## src/rtl/hsp_pkg.sv

```systemverilog
`timescale 1ns/1ps
package hsp_pkg;
  localparam int PC_W = 8;

  typedef enum logic [1:0] {
    SEL_PA  = 2'd0,
    SEL_PB  = 2'd1,
    SEL_PC  = 2'd2,
    SEL_CTL = 2'd3
  } hsp_sel_e;

  // port C positions; line positions double as enable command positions
  localparam logic [2:0] POS_INTR_B = 3'd0;
  localparam logic [2:0] POS_FLAG_B = 3'd1;
  localparam logic [2:0] POS_LINE_B = 3'd2;
  localparam logic [2:0] POS_INTR_A = 3'd3;
  localparam logic [2:0] POS_LINE_A = 3'd4;
  localparam logic [2:0] POS_FLAG_A = 3'd5;
  localparam logic [2:0] POS_SPR_0  = 3'd6;
  localparam logic [2:0] POS_SPR_1  = 3'd7;

  typedef struct packed {
    logic spare_in;
    logic b_in;
    logic a_in;
  } hsp_cfg_t;

  localparam hsp_cfg_t CFG_RESET = '{spare_in: 1'b1, b_in: 1'b1, a_in: 1'b1};

  function automatic int line_pos(input int port);
    return (port == 0) ? int'(POS_LINE_A) : int'(POS_LINE_B);
  endfunction

  function automatic logic [PC_W-1:0] pc_status(
    input logic [1:0] spare, input logic flag_a, input logic inte_a,
    input logic intr_a, input logic inte_b, input logic flag_b, input logic intr_b);
    return {spare, flag_a, inte_a, intr_a, inte_b, flag_b, intr_b};
  endfunction

  function automatic logic [PC_W-1:0] pc_drive(
    input logic [1:0] spare, input logic flag_a, input logic intr_a,
    input logic flag_b, input logic intr_b);
    return {spare, flag_a, 1'b0, intr_a, 1'b0, flag_b, intr_b};
  endfunction
endpackage

```

## src/rtl/hsp_port.sv

```systemverilog
`timescale 1ns/1ps
module hsp_port #(
  parameter int W = 8
) (
  input  logic         clk,
  input  logic         rst_n,
  input  logic         clr,
  input  logic         is_in,
  input  logic         inte,
  input  logic         cpu_rd,
  input  logic         cpu_wr,
  input  logic [W-1:0] wdata,
  input  logic [W-1:0] pin_in,
  input  logic         line_n,
  output logic [W-1:0] data_o,
  output logic         flag_o,
  output logic         intr_o
);
  logic         line_q, ibf_q, obf_n_q, intr_q;
  logic [W-1:0] data_q;

  // named events for the checks below
  wire line_fall = line_q & ~line_n;
  wire line_rise = ~line_q & line_n;
  wire in_rd     = is_in & cpu_rd;
  wire out_wr    = ~is_in & cpu_wr;

  always_ff @(posedge clk) begin
    if (!rst_n) begin
      line_q  <= 1'b1;
      ibf_q   <= 1'b0;
      obf_n_q <= 1'b1;
      intr_q  <= 1'b0;
      data_q  <= '0;
    end else begin
      line_q <= line_n;
      if (clr) begin
        ibf_q   <= 1'b0;
        obf_n_q <= 1'b1;
        intr_q  <= 1'b0;
        data_q  <= '0;
      end else if (is_in) begin
        if (line_fall) begin
          data_q <= pin_in;
          ibf_q  <= 1'b1;
        end else if (in_rd) begin
          ibf_q <= 1'b0;
        end
        if (in_rd || !inte)            intr_q <= 1'b0;
        else if (line_rise && ibf_q)   intr_q <= 1'b1;
      end else begin
        if (out_wr) begin
          data_q  <= wdata;
          obf_n_q <= 1'b0;
        end else if (line_fall) begin
          obf_n_q <= 1'b1;
        end
        if (out_wr || !inte)           intr_q <= 1'b0;
        else if (line_rise && obf_n_q) intr_q <= 1'b1;
      end
    end
  end

  assign data_o = data_q;
  assign flag_o = is_in ? ibf_q : obf_n_q;
  assign intr_o = intr_q;

  AST_IBF_ON_STROBE: assert property (@(posedge clk) disable iff (!rst_n)
    (is_in && line_fall && !clr) |=> ibf_q);
  AST_READ_EMPTIES: assert property (@(posedge clk) disable iff (!rst_n)
    (in_rd && !line_fall && !clr) |=> (!ibf_q && !intr_q));
  AST_INTE_GATES: assert property (@(posedge clk) disable iff (!rst_n)
    !inte |=> !intr_q);
  AST_OBF_ON_WRITE: assert property (@(posedge clk) disable iff (!rst_n)
    (out_wr && !clr) |=> !obf_n_q);
  AST_ACK_EMPTIES: assert property (@(posedge clk) disable iff (!rst_n)
    (!is_in && line_fall && !cpu_wr && !clr) |=> obf_n_q);
  AST_INTR_CAUSE: assert property (@(posedge clk) disable iff (!rst_n)
    $rose(intr_q) |-> $past(line_rise));
endmodule

```

## src/rtl/hsp_ctrl.sv

```systemverilog
`timescale 1ns/1ps
module hsp_ctrl
  import hsp_pkg::*;
(
  input  logic       clk,
  input  logic       rst_n,
  input  logic       ctl_wr,
  input  logic       pc_wr,
  input  logic [7:0] wbyte,
  output hsp_cfg_t   cfg,
  output logic       inte_a,
  output logic       inte_b,
  output logic [1:0] spare_q,
  output logic       mode_clr
);
  wire       mode_wr = ctl_wr & wbyte[7];
  wire       bsr_wr  = ctl_wr & ~wbyte[7];
  wire [2:0] bsr_pos = wbyte[3:1];
  wire       bsr_val = wbyte[0];
  wire       bsr_nop = bsr_wr && (bsr_pos == POS_INTR_B || bsr_pos == POS_FLAG_B ||
                                  bsr_pos == POS_INTR_A || bsr_pos == POS_FLAG_A);
  logic [1:0] unused_cw;
  assign unused_cw = wbyte[5:4];

  always_ff @(posedge clk) begin
    if (!rst_n) begin
      cfg     <= CFG_RESET;
      inte_a  <= 1'b0;
      inte_b  <= 1'b0;
      spare_q <= 2'b00;
    end else if (mode_wr) begin
      cfg     <= '{spare_in: wbyte[2], b_in: wbyte[1], a_in: wbyte[0]};
      inte_a  <= 1'b0;
      inte_b  <= 1'b0;
      spare_q <= 2'b00;
    end else if (bsr_wr) begin
      if (bsr_pos == POS_LINE_A) inte_a     <= bsr_val;
      if (bsr_pos == POS_LINE_B) inte_b     <= bsr_val;
      if (bsr_pos == POS_SPR_0)  spare_q[0] <= bsr_val;
      if (bsr_pos == POS_SPR_1)  spare_q[1] <= bsr_val;
    end else if (pc_wr) begin
      spare_q <= wbyte[7:6];
    end
  end

  assign mode_clr = mode_wr;

  AST_MODE_CLEARS_INTE: assert property (@(posedge clk) disable iff (!rst_n)
    mode_wr |=> (!inte_a && !inte_b && spare_q == 2'b00));
  AST_BSR_ENABLE_A: assert property (@(posedge clk) disable iff (!rst_n)
    (bsr_wr && bsr_pos == POS_LINE_A) |=> (inte_a == $past(bsr_val)));
  AST_BSR_IGNORED: assert property (@(posedge clk) disable iff (!rst_n)
    bsr_nop |=> ($stable(inte_a) && $stable(inte_b) && $stable(spare_q)));
endmodule

```

## src/rtl/strobed_pport.sv

```systemverilog
`timescale 1ns/1ps
module strobed_pport
  import hsp_pkg::*;
#(
  parameter int DATA_W = 8
) (
  input  logic              clk,
  input  logic              rst_n,
  input  logic              cs,
  input  logic              rd,
  input  logic              wr,
  input  logic [1:0]        addr,
  input  logic [DATA_W-1:0] wdata,
  output logic [DATA_W-1:0] rdata,
  input  logic [DATA_W-1:0] pa_in,
  output logic [DATA_W-1:0] pa_out,
  output logic              pa_oe,
  input  logic [DATA_W-1:0] pb_in,
  output logic [DATA_W-1:0] pb_out,
  output logic              pb_oe,
  input  logic [PC_W-1:0]   pc_in,
  output logic [PC_W-1:0]   pc_out,
  output logic [PC_W-1:0]   pc_oe
);
  localparam int NPORT = 2;

  hsp_sel_e   sel;
  hsp_cfg_t   cfg;
  logic       inte_a, inte_b, mode_clr;
  logic [1:0] spare_q, spare_rd;

  logic [DATA_W-1:0] pin   [NPORT];
  logic [DATA_W-1:0] dat   [NPORT];
  logic [NPORT-1:0]  dir_in, inte, prd, pwr, flag, intr;
  logic [3:0]        unused_pc;

  assign sel       = hsp_sel_e'(addr);
  assign unused_pc = {pc_in[POS_FLAG_A], pc_in[POS_INTR_A], pc_in[POS_FLAG_B], pc_in[POS_INTR_B]};
  assign pin[0]    = pa_in;
  assign pin[1]    = pb_in;
  assign dir_in    = {cfg.b_in, cfg.a_in};
  assign inte      = {inte_b, inte_a};
  assign prd       = {cs && rd && sel == SEL_PB, cs && rd && sel == SEL_PA};
  assign pwr       = {cs && wr && sel == SEL_PB, cs && wr && sel == SEL_PA};

  hsp_ctrl u_ctrl (
    .clk     (clk),
    .rst_n   (rst_n),
    .ctl_wr  (cs && wr && sel == SEL_CTL),
    .pc_wr   (cs && wr && sel == SEL_PC),
    .wbyte   (wdata[7:0]),
    .cfg     (cfg),
    .inte_a  (inte_a),
    .inte_b  (inte_b),
    .spare_q (spare_q),
    .mode_clr(mode_clr)
  );

  for (genvar i = 0; i < NPORT; i++) begin : g_port
    localparam int LP = line_pos(i);
    hsp_port #(.W(DATA_W)) u_port (
      .clk   (clk),
      .rst_n (rst_n),
      .clr   (mode_clr),
      .is_in (dir_in[i]),
      .inte  (inte[i]),
      .cpu_rd(prd[i]),
      .cpu_wr(pwr[i]),
      .wdata (wdata),
      .pin_in(pin[i]),
      .line_n(pc_in[LP]),
      .data_o(dat[i]),
      .flag_o(flag[i]),
      .intr_o(intr[i])
    );
  end

  assign spare_rd = cfg.spare_in ? pc_in[7:6] : spare_q;
  assign pa_out   = dat[0];
  assign pb_out   = dat[1];
  assign pa_oe    = ~cfg.a_in;
  assign pb_oe    = ~cfg.b_in;
  assign pc_out   = pc_drive(spare_q, flag[0], intr[0], flag[1], intr[1]);
  assign pc_oe    = {{2{~cfg.spare_in}}, 6'b101011};

  always_comb begin
    unique case (sel)
      SEL_PA:  rdata = dat[0];
      SEL_PB:  rdata = dat[1];
      SEL_PC:  rdata = DATA_W'(pc_status(spare_rd, flag[0], inte_a, intr[0],
                                         inte_b, flag[1], intr[1]));
      default: rdata = '0;
    endcase
  end

  AST_UNDRIVEN_LINES: assert property (@(posedge clk) disable iff (!rst_n)
    (!pc_oe[POS_LINE_A] && !pc_oe[POS_LINE_B] && !pc_out[POS_LINE_A] && !pc_out[POS_LINE_B]));
endmodule

```

## config.mk

```make
export PLATFORM = sky130hd
export DESIGN_NAME = strobed_pport
export DESIGN_NICKNAME = d
export VERILOG_FILES = /design/src/rtl/hsp_pkg.sv /design/src/rtl/hsp_port.sv /design/src/rtl/hsp_ctrl.sv /design/src/rtl/strobed_pport.sv
export SDC_FILE = /design/constraint.sdc
export NUM_CORES = 1
export LEC_CHECK = 0
export ABC_AREA = 1
export ABC_CLOCK_PERIOD_IN_PS = 1010
export BUFFER_PORTS_ARGS = -buffer_cell sky130_fd_sc_hd__buf_2
export CAP_MARGIN = 25
export CELL_PAD_IN_SITES_DETAIL_PLACEMENT = 2
export CELL_PAD_IN_SITES_GLOBAL_PLACEMENT = 2
export CORE_MARGIN = 10
export CORE_UTILIZATION = 22
export DETAILED_ROUTE_END_ITERATION = 8
export PLACE_DENSITY_LB_ADDON = 0.15
export SLEW_MARGIN = 10
export SYNTH_ARGS = -nofsm -noshare
export SYNTH_HDL_FRONTEND = slang
export SYNTH_SLANG_ARGS = --single-unit
```

## constraint.sdc

```tcl
create_clock -name clk -period 1.01 [get_ports clk]
set_input_delay 0 -clock clk [delete_from_list [all_inputs] [get_ports clk]]
set_output_delay 0 -clock clk [all_outputs]
set_load 0.05 [all_outputs]
```

==> results.json, run 1 <==
{
  "path_delay_family": "buffers and inverters",
  "worstSetupStartpointType": "flip-flop",
  "cpPeakStageDelay_ns": 0.34,
  "die_w_um": 115,
  "synth_area_um2": 1970,
  "path_class": "flip-flop to primary output",
  "wl_um": 9160,
  "std_cell_rows": 34,
  "leakagePower_uw": 0.00161,
  "area_delta_synth_final_pct": 68.9,
  "grt_max_degree": 24,
  "finalNetCount": 451,
  "rsz0062_at_grt": "yes",
  "post-route-min-period_ns": 1.32,
  "ant_nets": 0,
  "clockBufferDepth": 2,
  "final-hold-violation-count": 0,
  "drv_slew": 0,
  "worstHoldPathType": "input port to flip-flop",
  "clock_sinks": 31,
  "route.detailed.drc": 0,
  "htreeDepth": 2,
  "cp_cell_sequence": "clkinvlp_4 > buf_6 > o21ai_2 > o211ai_1 > buf_4",
  "clk_pin_slew_ns": 0.07,
  "worstSetupEndpointType": "primary output",
  "drt_iter0_drc": 73,
  "fmax_mhz": 755,
  "antenna_found_initial": 0,
  "syn_inst": 295,
  "power_density_nw_per_um2": 1210,
  "clk_latency_ns": 0.29,
  "drive_gt1_frac": 0.562,
  "dp_hpwl_um": 7010,
  "setup_ws_ns": -0.314,
  "dieHeight_um": 115,
  "cts_root_buf": "clkbuf_8",
  "synth_seq_cells": 31,
  "cts_buffers": 5,
  "tns_ns": -6.48,
  "grt_overflow_total": 0,
  "die-area_um2": 13100,
  "finalCritPeriodShare": 1.31,
  "yosysWarnings": 0,
  "seq_area_frac_synth": 0.315,
  "grt_pass1_wl_um": 14000,
  "initial_core_util": 0.226,
  "cp_max_fo": 3,
  "violations": "negative setup slack",
  "ios": 81,
  "arrival_ns": 1.32,
  "cp_num_buf_inv": 3,
  "coreArea_um2": 8720,
  "vias": 2287,
  "syn_area_per_cell_um2": 6.67,
  "setup_viol": 34,
  "via_per_inst": 4.39,
  "portBuffers": 68,
  "finClkSkew_ns": 0.00718,
  "status": "finished, violations left",
  "crit_path_top_delay_cell": "dfxtp_2",
  "max-vdd-ir-drop_mv": 0.484,
  "avgRoutedWirePerCell_um": 17.6,
  "cts_tree": "yes",
  "grt_usage": 0.136,
  "grt_pass1_vias": 2598,
  "place_congestion": 0.830,
  "drv_cap": 0,
  "dr.pass1.iters": 4,
  "diodes": 0,
  "hold_ws_ns": 0.0303,
  "ys_types": 26,
  "cp.required_ns": 1.01
}
state kept, by name, summed over array words and instances (netlist names):
| register | flops |
|---|---|
| g_port.u_port.data_o | 16 |
| g_port.u_port.ibf_q | 2 |
| g_port.u_port.intr_o | 2 |
| g_port.u_port.line_q | 2 |
| g_port.u_port.obf_n_q | 2 |
| u_ctrl.cfg | 3 |
| u_ctrl.inte_a | 1 |
| u_ctrl.inte_b | 1 |
| u_ctrl.spare_q | 2 |
metrics by stage:
| stage | power [µW] | std cells | utilization | worst slack, ns | instance area [µm²] |
|---|---|---|---|---|---|
| after floorplan | 2180 | 301 | - | -0.414 | 2100 |
| after global placement | 2560 | 498 | 0.317 | -0.256 | 2760 |
| after detailed placement | 2590 | 498 | 0.317 | -0.268 | 2760 |
| after CTS | 4000 | 516 | 0.365 | -0.303 | 3190 |
| after global routing | 4220 | 521 | 0.381 | -0.390 | 3320 |
| final | 4010 | 521 | 0.381 | -0.314 | 3320 |
cell usage in the layout, fill, tap and decap left out, types with 6 or more instances in the layout:
cell | synthesis | layout
buf_8 | 1 | 6
dfxtp_2 | 0 | 22
o21ai_2 | 15 | 14
nor2_1 | 42 | 30
buf_6 | 0 | 19
o21ai_0 | 26 | 15
o21ai_4 | 0 | 6
inv_2 | 1 | 8
o21ai_1 | 0 | 6
nor2_4 | 2 | 8
dfxtp_1 | 31 | 7
conb_1 | 2 | 8
nand2_1 | 69 | 63
inv_1 | 32 | 21
nand3_1 | 16 | 12
buf_4 | 13 | 42
nor2_2 | 10 | 16
o211ai_1 | 8 | 8
buf_2 | 2 | 51
synthesized netlist by cell type:
master / number / area [µm²]
o21ai_2: 15 / 131
clkbuf_1: 3 / 11.3
nor2_1: 42 / 158
nand2_1: 69 / 259
inv_2: 1 / 3.75
nand3_2: 1 / 10.0
nand3_1: 16 / 80.1
buf_4: 13 / 97.6
nand2_2: 1 / 6.26
buf_2: 2 / 10.0
buf_12: 1 / 20.0
o211ai_1: 8 / 60.1
a22oi_1: 2 / 15.0
nor2_2: 10 / 62.6
nor2_4: 2 / 22.5
a21oi_1: 6 / 30.0
nand3_4: 1 / 17.5
o21ai_0: 26 / 130
dfxtp_1: 31 / 621
nand2_4: 4 / 45.0
inv_1: 32 / 120
buf_8: 1 / 15.0
nand4_1: 2 / 12.5
conb_1: 2 / 7.51
nor3_1: 2 / 10.0
inv_4: 2 / 12.5
power by group:
group	leakage [µW]	switching [µW]	internal (µW)	total (µW)
registers	0.000261	86.6	1300	1390
logic	0.00130	881	470	1350
clock network	0.0000524	532	739	1270
tightest hold or removal path: cells and delay by family:
family / cells / cell delay, ns
buffers and inverters: 1 / 0.13
and+or+nand+nor: 2 / 0.15
final cells by class:
type,count,area (µm²)
clock buffers,7,76.3
repair buffers,124,962
flip-flops and latches,31,656
fillers,1013,5400
multi-input cells,215,1300
clock inverters,1,30.0
well taps,108,135
inverters,35,163
cell families after synthesis:
family / Yosys count / synth area share
AND/OR/NAND/NOR: 150 / 0.347
AO/OA/AOI/OAI: 57 / 0.186
buffers and inverters: 55 / 0.147
flip-flops: 31 / 0.315
other: 2 / 0.00382
repair_timing:
item,CTS,global route
hold buffers,2,0
setup endpoints to repair,35,38
endpoints found under the hold margin,2,0
buffers inserted,9,7
pin swaps,13,14
gates resized for setup,72,31
routing by layer:
metal,vias up,GRT usage,share of wire
li1,1159,-,-
met1,1074,0.156,0.42
met2,47,0.243,0.52
met3,7,0.0309,0.042
met4,0,0.0426,0.013
met5,-,0,0
path summary, 6_finish.rpt:
path | startpoint | endpoint | slack (ns) | depth (start not counted)
hold / removal | wdata[0] | u_ctrl.inte_b | 0.03 | 3
setup / recovery | u_ctrl.cfg[2] | rdata[7] | -0.31 | 5
hold reg to reg | g_port[1].u_port.data_o[4] | g_port[1].u_port.data_o[4] | 0.50 | 2
setup reg to reg | u_ctrl.cfg[0] | g_port[0].u_port.data_o[7] | -0.28 | 7
Note: power is estimated with default switching activity, not from simulation.
==> inputs of run 2 (changes only) <==
ABC_AREA = unset   (was 1)
CORE_UTILIZATION = 24   (was 22)
==> run 2 against run 1 <==
  * The flow still finishes with violations (negative setup slack)
  * Count of clock-buffer cells in the layout stayed put
  * Core utilization rose by 8.5 points
  * Register-to-register slack worse by 0.14 ns
  * Fmax down 7.2%
  * Clock power shrank 27%
  * Cell count shrank 19%
  * Non-clock buffer count rose by 11
==> results.json, run 2 <==
{
  "status": "finished, violations left",
  "violations": "negative setup slack",
  "ys.flop_type": "dfxtp_1",
  "drt_iter0_drc": 52,
  "syn_inst": 200,
  "rsz0062_at_grt": "yes",
  "synth_compound_area_frac": 0.191,
  "syn_area_per_cell_um2": 9.01,
  "intPower_uw": 2350,
  "drive_gt1_frac": 0.681,
  "worstHoldPathType": "input port to flip-flop",
  "layout_common_cells": "buf_4 (49), buf_2 (48), mux2i_1 (23)",
  "synth.area.top_cells": "dfxtp_1 (34%), mux2i_1 (16%), buf_4 (5.4%)",
  "endpoint": "g_port[0].u_port.data_o[1]",
  "route.detailed.drc": 0,
  "largest_reg_flops": 16,
  "worstSetupEndpointType": "flip-flop",
  "worstSetupStartpointType": "flip-flop",
  "cp.required_ns": 1.18,
  "swShare": 0.372,
  "clk_latency_ns": 0.27,
  "r2r_cells": 6,
  "path_class": "flip-flop to flip-flop",
  "avgRoutedWirePerCell_um": 20.3,
  "std_cell_rows": 31,
  "grt_pass1_vias": 2254,
  "antenna_found_initial": 0,
  "coreArea_um2": 7290,
  "p_sw_uw": 1390,
  "ys_types": 39,
  "place_congestion": 0.766,
  "grt_pass1_wl_um": 12800,
  "setup_ws_ns": -0.416,
  "ant_nets": 0,
  "final-hold-violation-count": 0,
  "ios": 81,
  "synth_top_family_by_area": "compound AO/OA/AOI/OAI gates",
  "rrSetupSlack_ns": -0.42,
  "synth_adder_area_share": 0,
  "final_cells": 422,
  "synth_area_um2": 1800,
  "power_density_nw_per_um2": 1100,
  "clk_pin_slew_ns": 0.07,
  "pwr-share-clk": 0.247,
  "clockBufferDepth": 2,
  "htreeDepth": 2,
  "fmax_mhz": 701,
  "seq_area_frac_synth": 0.344,
  "r2r_end": "g_port[0].u_port.data_o[1]",
  "cts_root_buf": "clkbuf_8",
  "cp_max_fo": 8,
  "ys_top_cells_by_count": "dfxtp_1 (31), mux2i_1 (29), nor2_1 (20)",
  "drv_slew": 0,
  "setup_viol": 36,
  "area_delta_synth_final_pct": 88.7,
  "place_ws_ns": -0.295,
  "synth_xor_area_frac": 0,
  "grt_max_degree": 17,
  "drv_cap": 0,
  "clock_sinks": 31,
  "cts_buffers": 5,
  "diodes": 0,
  "synth_seq_cells": 31,
  "grt_usage": 0.140,
  "vias": 1976,
  "dp_cells": 390,
  "startpoint": "u_ctrl.cfg[0]",
  "reg2reg_from": "u_ctrl.cfg[0]",
  "synthMuxAreaShare": 0.174,
  "grt_overflow_total": 0,
  "design_area_um2": 3400,
  "cts_tree": "yes",
  "finalCritPeriodShare": 1.41,
  "dp_hpwl_um": 6050,
  "leakagePower_uw": 0.00154,
  "wl_um": 8560,
  "finClkSkew_ns": 0.00487,
  "combPwrFrac": 0.388,
  "die_w_um": 107,
  "yosys.area_share.simple": 0.180,
  "via_per_inst": 4.68,
  "portBuffers": 68,
  "yosysTopAreaCellShare": 0.344,
  "final_common_cell": "buf_4",
  "max-vdd-ir-drop_mv": 0.491,
  "dieHeight_um": 107,
  "finalNetCount": 362,
  "seqPwrFrac": 0.366,
  "synth-edff-count": 0,
  "synth_top_cell_by_area": "dfxtp_1",
  "post-route-min-period_ns": 1.43,
  "yosysWarnings": 0,
  "die-area_um2": 11400,
  "initial_core_util": 0.247,
  "arrival_ns": 1.59,
  "async_flop_share": 0,
  "yosysMostFrequentCell": "dfxtp_1",
  "dpl_cell_area_um2": 2650,
  "dr.pass1.iters": 4
}
[run 2: cell types whose count changed after synthesis, sizes merged, moves of 5 or more]
cell    delta
a211oi    +16
buf        +6
inv       -30
mux2i     +29
nand2     -57
nand3     -15
nor2      -32
o211ai     -5
o21ai     -32
[run 2: power groups by stage]
stage | clock network, µW | registers [µW] | logic, µW
6_report | 924 | 1370 | 1450
5_1_grt | 1040 | 1380 | 1540
4_1_cts | 960 | 1360 | 1310
3_5_place_dp | 0 | 1390 | 1170
3_3_place_gp | 0 | 1390 | 1150
2_1_floorplan | 0 | 1570 | 614
[run 2: per-layer routing]
layer / routed length (µm) / vias up / GRT usage
met5: 0 / - / 0
met4: 67 / 0 / 0.0203
met3: 370 / 6 / 0.0371
met2: 4480 / 47 / 0.255
met1: 3640 / 976 / 0.163
li1: - / 947 / -
[run 2: cell families after synthesis]
logic type,Yosys count
muxes,31
buffers and inverters,30
and+or+nand+nor,63
other,2
DFF,31
AOI/OAI and AO/OA,43
[run 2: cell type report]
| class | instances | area (µm²) |
|---|---|---|
| clock buffer | 7 | 76.3 |
| timing repair buffer | 135 | 1110 |
| inverter | 5 | 26.3 |
| fill | 821 | 3890 |
| multi-input combinational | 145 | 1400 |
| tap | 99 | 124 |
| sequential | 31 | 667 |
[run 2: how the worst min path moves through the flow]
stage / startpoint / to / slack, ns / cells after the start
2_1_floorplan: rst_n / g_port[0].u_port.line_q / 0.07 / 1
3_3_place_gp: rst_n / u_ctrl.cfg[2] / 0.25 / 2
3_5_place_dp: rst_n / u_ctrl.cfg[2] / 0.25 / 2
4_1_cts: pc_in[4] / g_port[0].u_port.line_q / 0.02 / 4
5_1_grt: pc_in[4] / g_port[0].u_port.line_q / 0.05 / 4
6_report: pc_in[4] / g_port[0].u_port.line_q / 0.04 / 4
[run 2: what timing repair did]
action                     CTS  global route
pin swaps                   11            12
hold endpoints to repair     1             0
hold buffers                 1             0
setup endpoints to repair   34            38
gates cloned                 0             2
resized for setup           83            40
buffers inserted            12            14
[run 2: worst max-delay path, stage by stage, from the launching register on]
cell	delay, ns
dfxtp_4	0.39
buf_6	0.10
nand3b_1	0.17
o41ai_4	0.15
buf_12	0.20
nor2_1	0.05
a211oi_1	0.25
[run 2: stage by stage]
stage	hold WS, ns	util	total power, µW	TNS (ns)
floorplan	0.0687	-	2180	-2.78
global placement	0.246	0.363	2540	-5.66
detailed placement	0.248	0.363	2560	-6.74
CTS	0.0237	0.429	3640	-7.09
global route	0.0460	0.466	3960	-10.76
finish	0.0357	0.466	3750	-8.50
==> inputs of run 3 (changes only) <==
MAX_ROUTING_LAYER = met4   (was unset)
==> run 3 against run 2 <==
  * The flow still finishes with violations (negative setup slack)
  * Cell count did not move
  * Critical path depth is the same
  * Die area is the same
  * Wire length up 0.68%
  * Critical path type unchanged
==> results.json, run 3 (same netlist as run 2, synthesis figures left out) <==
{
  "route.detailed.drc": 0,
  "finClkSkew_ns": 0.00427,
  "max-vdd-ir-drop_mv": 0.492,
  "dieHeight_um": 107,
  "crit_path_top_delay_cell": "dfxtp_4",
  "clk_pin_slew_ns": 0.07,
  "route.met2.wl_um": 4530,
  "vias": 1976,
  "die_w_um": 107,
  "cts_buffers": 5,
  "cp_cell_sequence": "buf_6 > nand3b_1 > o41ai_4 > buf_12 > nor2_1 > a211oi_1",
  "coreArea_um2": 7290,
  "cp.required_ns": 1.18,
  "leakagePower_uw": 0.00154,
  "place_ws_ns": -0.295,
  "setup_viol": 36,
  "via_per_inst": 4.68,
  "grt_pass1_vias": 2260,
  "drv_cap": 0,
  "layout_common_cells": "buf_4 (49), buf_2 (48), mux2i_1 (23)",
  "dp_cells": 390,
  "cts_tree": "yes",
  "diodes": 0,
  "clockBufferDepth": 2,
  "dr.pass1.iters": 3,
  "drive_gt1_frac": 0.681,
  "final_cells": 422,
  "cts_root_buf": "clkbuf_8",
  "std_cell_rows": 31,
  "highest_layer": "met4",
  "finalCritPeriodShare": 1.41,
  "tns_ns": -8.51,
  "drv_slew": 0,
  "initial_core_util": 0.247,
  "final-hold-violation-count": 0,
  "area_delta_synth_final_pct": 88.7,
  "rsz0062_at_grt": "yes",
  "worstSetupStartpointType": "flip-flop",
  "fmax_mhz": 704,
  "clk_latency_ns": 0.28,
  "arrival_ns": 1.59,
  "post-route-min-period_ns": 1.42,
  "m1WireLength_um": 3730,
  "finalNetCount": 362,
  "largest_reg_flops": 16,
  "grt_usage": 0.144,
  "grt_max_degree": 17,
  "setup_ws_ns": -0.411,
  "worstHoldPathType": "input port to flip-flop",
  "path_class": "flip-flop to flip-flop",
  "die-area_um2": 11400,
  "status": "finished, violations left",
  "place_congestion": 0.776,
  "final_util": 0.466,
  "cp_num_buf_inv": 2,
  "antenna_found_initial": 0,
  "wl_um": 8620,
  "path_delay_family": "compound AO/OA/AOI/OAI gates",
  "cpPeakStageDelay_ns": 0.39,
  "clock_sinks": 31,
  "grt_pass1_wl_um": 12700,
  "drt_iter0_drc": 53,
  "cp_max_fo": 8,
  "dp_hpwl_um": 6050,
  "portBuffers": 68,
  "fillers": 820,
  "met3_wirelength_um": 279,
  "ios": 81,
  "htreeDepth": 2,
  "violations": "negative setup slack",
  "avgRoutedWirePerCell_um": 20.4,
  "grt_overflow_total": 0,
  "worstSetupEndpointType": "flip-flop",
  "ant_nets": 0,
  "final_common_cell": "buf_4",
  "power_density_nw_per_um2": 1100
}
==> run 3: layout make-up <==
cell class | instances | area [µm²] | area share
flip-flops and latches | 31 | 667 | 0.196
well taps | 99 | 124 | 0.0364
clock buffers | 7 | 76.3 | 0.0224
inverters | 5 | 26.3 | 0.00773
repair buffers | 135 | 1110 | 0.327
multi-input cells | 145 | 1400 | 0.410
==> run 3: path summary, 6_finish.rpt <==
kind	depth (start not counted)	slack, ns	endpoint	from
min reg2reg	2	0.49	g_port[1].u_port.intr_o	u_ctrl.inte_b
max reg2reg	6	-0.41	g_port[0].u_port.data_o[1]	u_ctrl.cfg[0]
min	4	0.03	g_port[0].u_port.line_q	pc_in[4]
max	6	-0.41	g_port[0].u_port.data_o[1]	u_ctrl.cfg[0]
==> run 3: stage by stage <==
stage	area [µm²]	total power, µW	hold slack (ns)
detailed placement	2650	2560	0.248
global route	3400	3960	0.0481
floorplan	2020	2180	0.0687
CTS	3130	3640	0.0237
global placement	2650	2540	0.246
finish	3400	3750	0.0332
==> run 3: layer usage <==
layer / GRT usage / vias up
li1: - / 948
met4: 0.0203 / 0
met3: 0.0299 / 7
met5: - / -
met1: 0.165 / 975
met2: 0.256 / 46
==> run 3: worst min-delay path, delay by kind of cell <==
family	cells	cell delay [ns]
simple gates	1	0.05
buf+inv	3	0.23
==> run 3: timing repair <==
| action | CTS | global route |
|---|---|---|
| pin swaps | 11 | 12 |
| endpoints found under the hold margin | 1 | 0 |
| hold buffers | 1 | 0 |
| cloned | 0 | 2 |
| endpoints found under the setup margin | 34 | 38 |
| buffers inserted | 12 | 14 |
| resized for setup | 83 | 40 |
==> run 3: power by group <==
group	switching (µW)	total (µW)	internal, µW	leakage, µW
Clock	454	928	474	0.0000383
Combinational	867	1450	583	0.00124
Sequential	76.8	1370	1290	0.000262
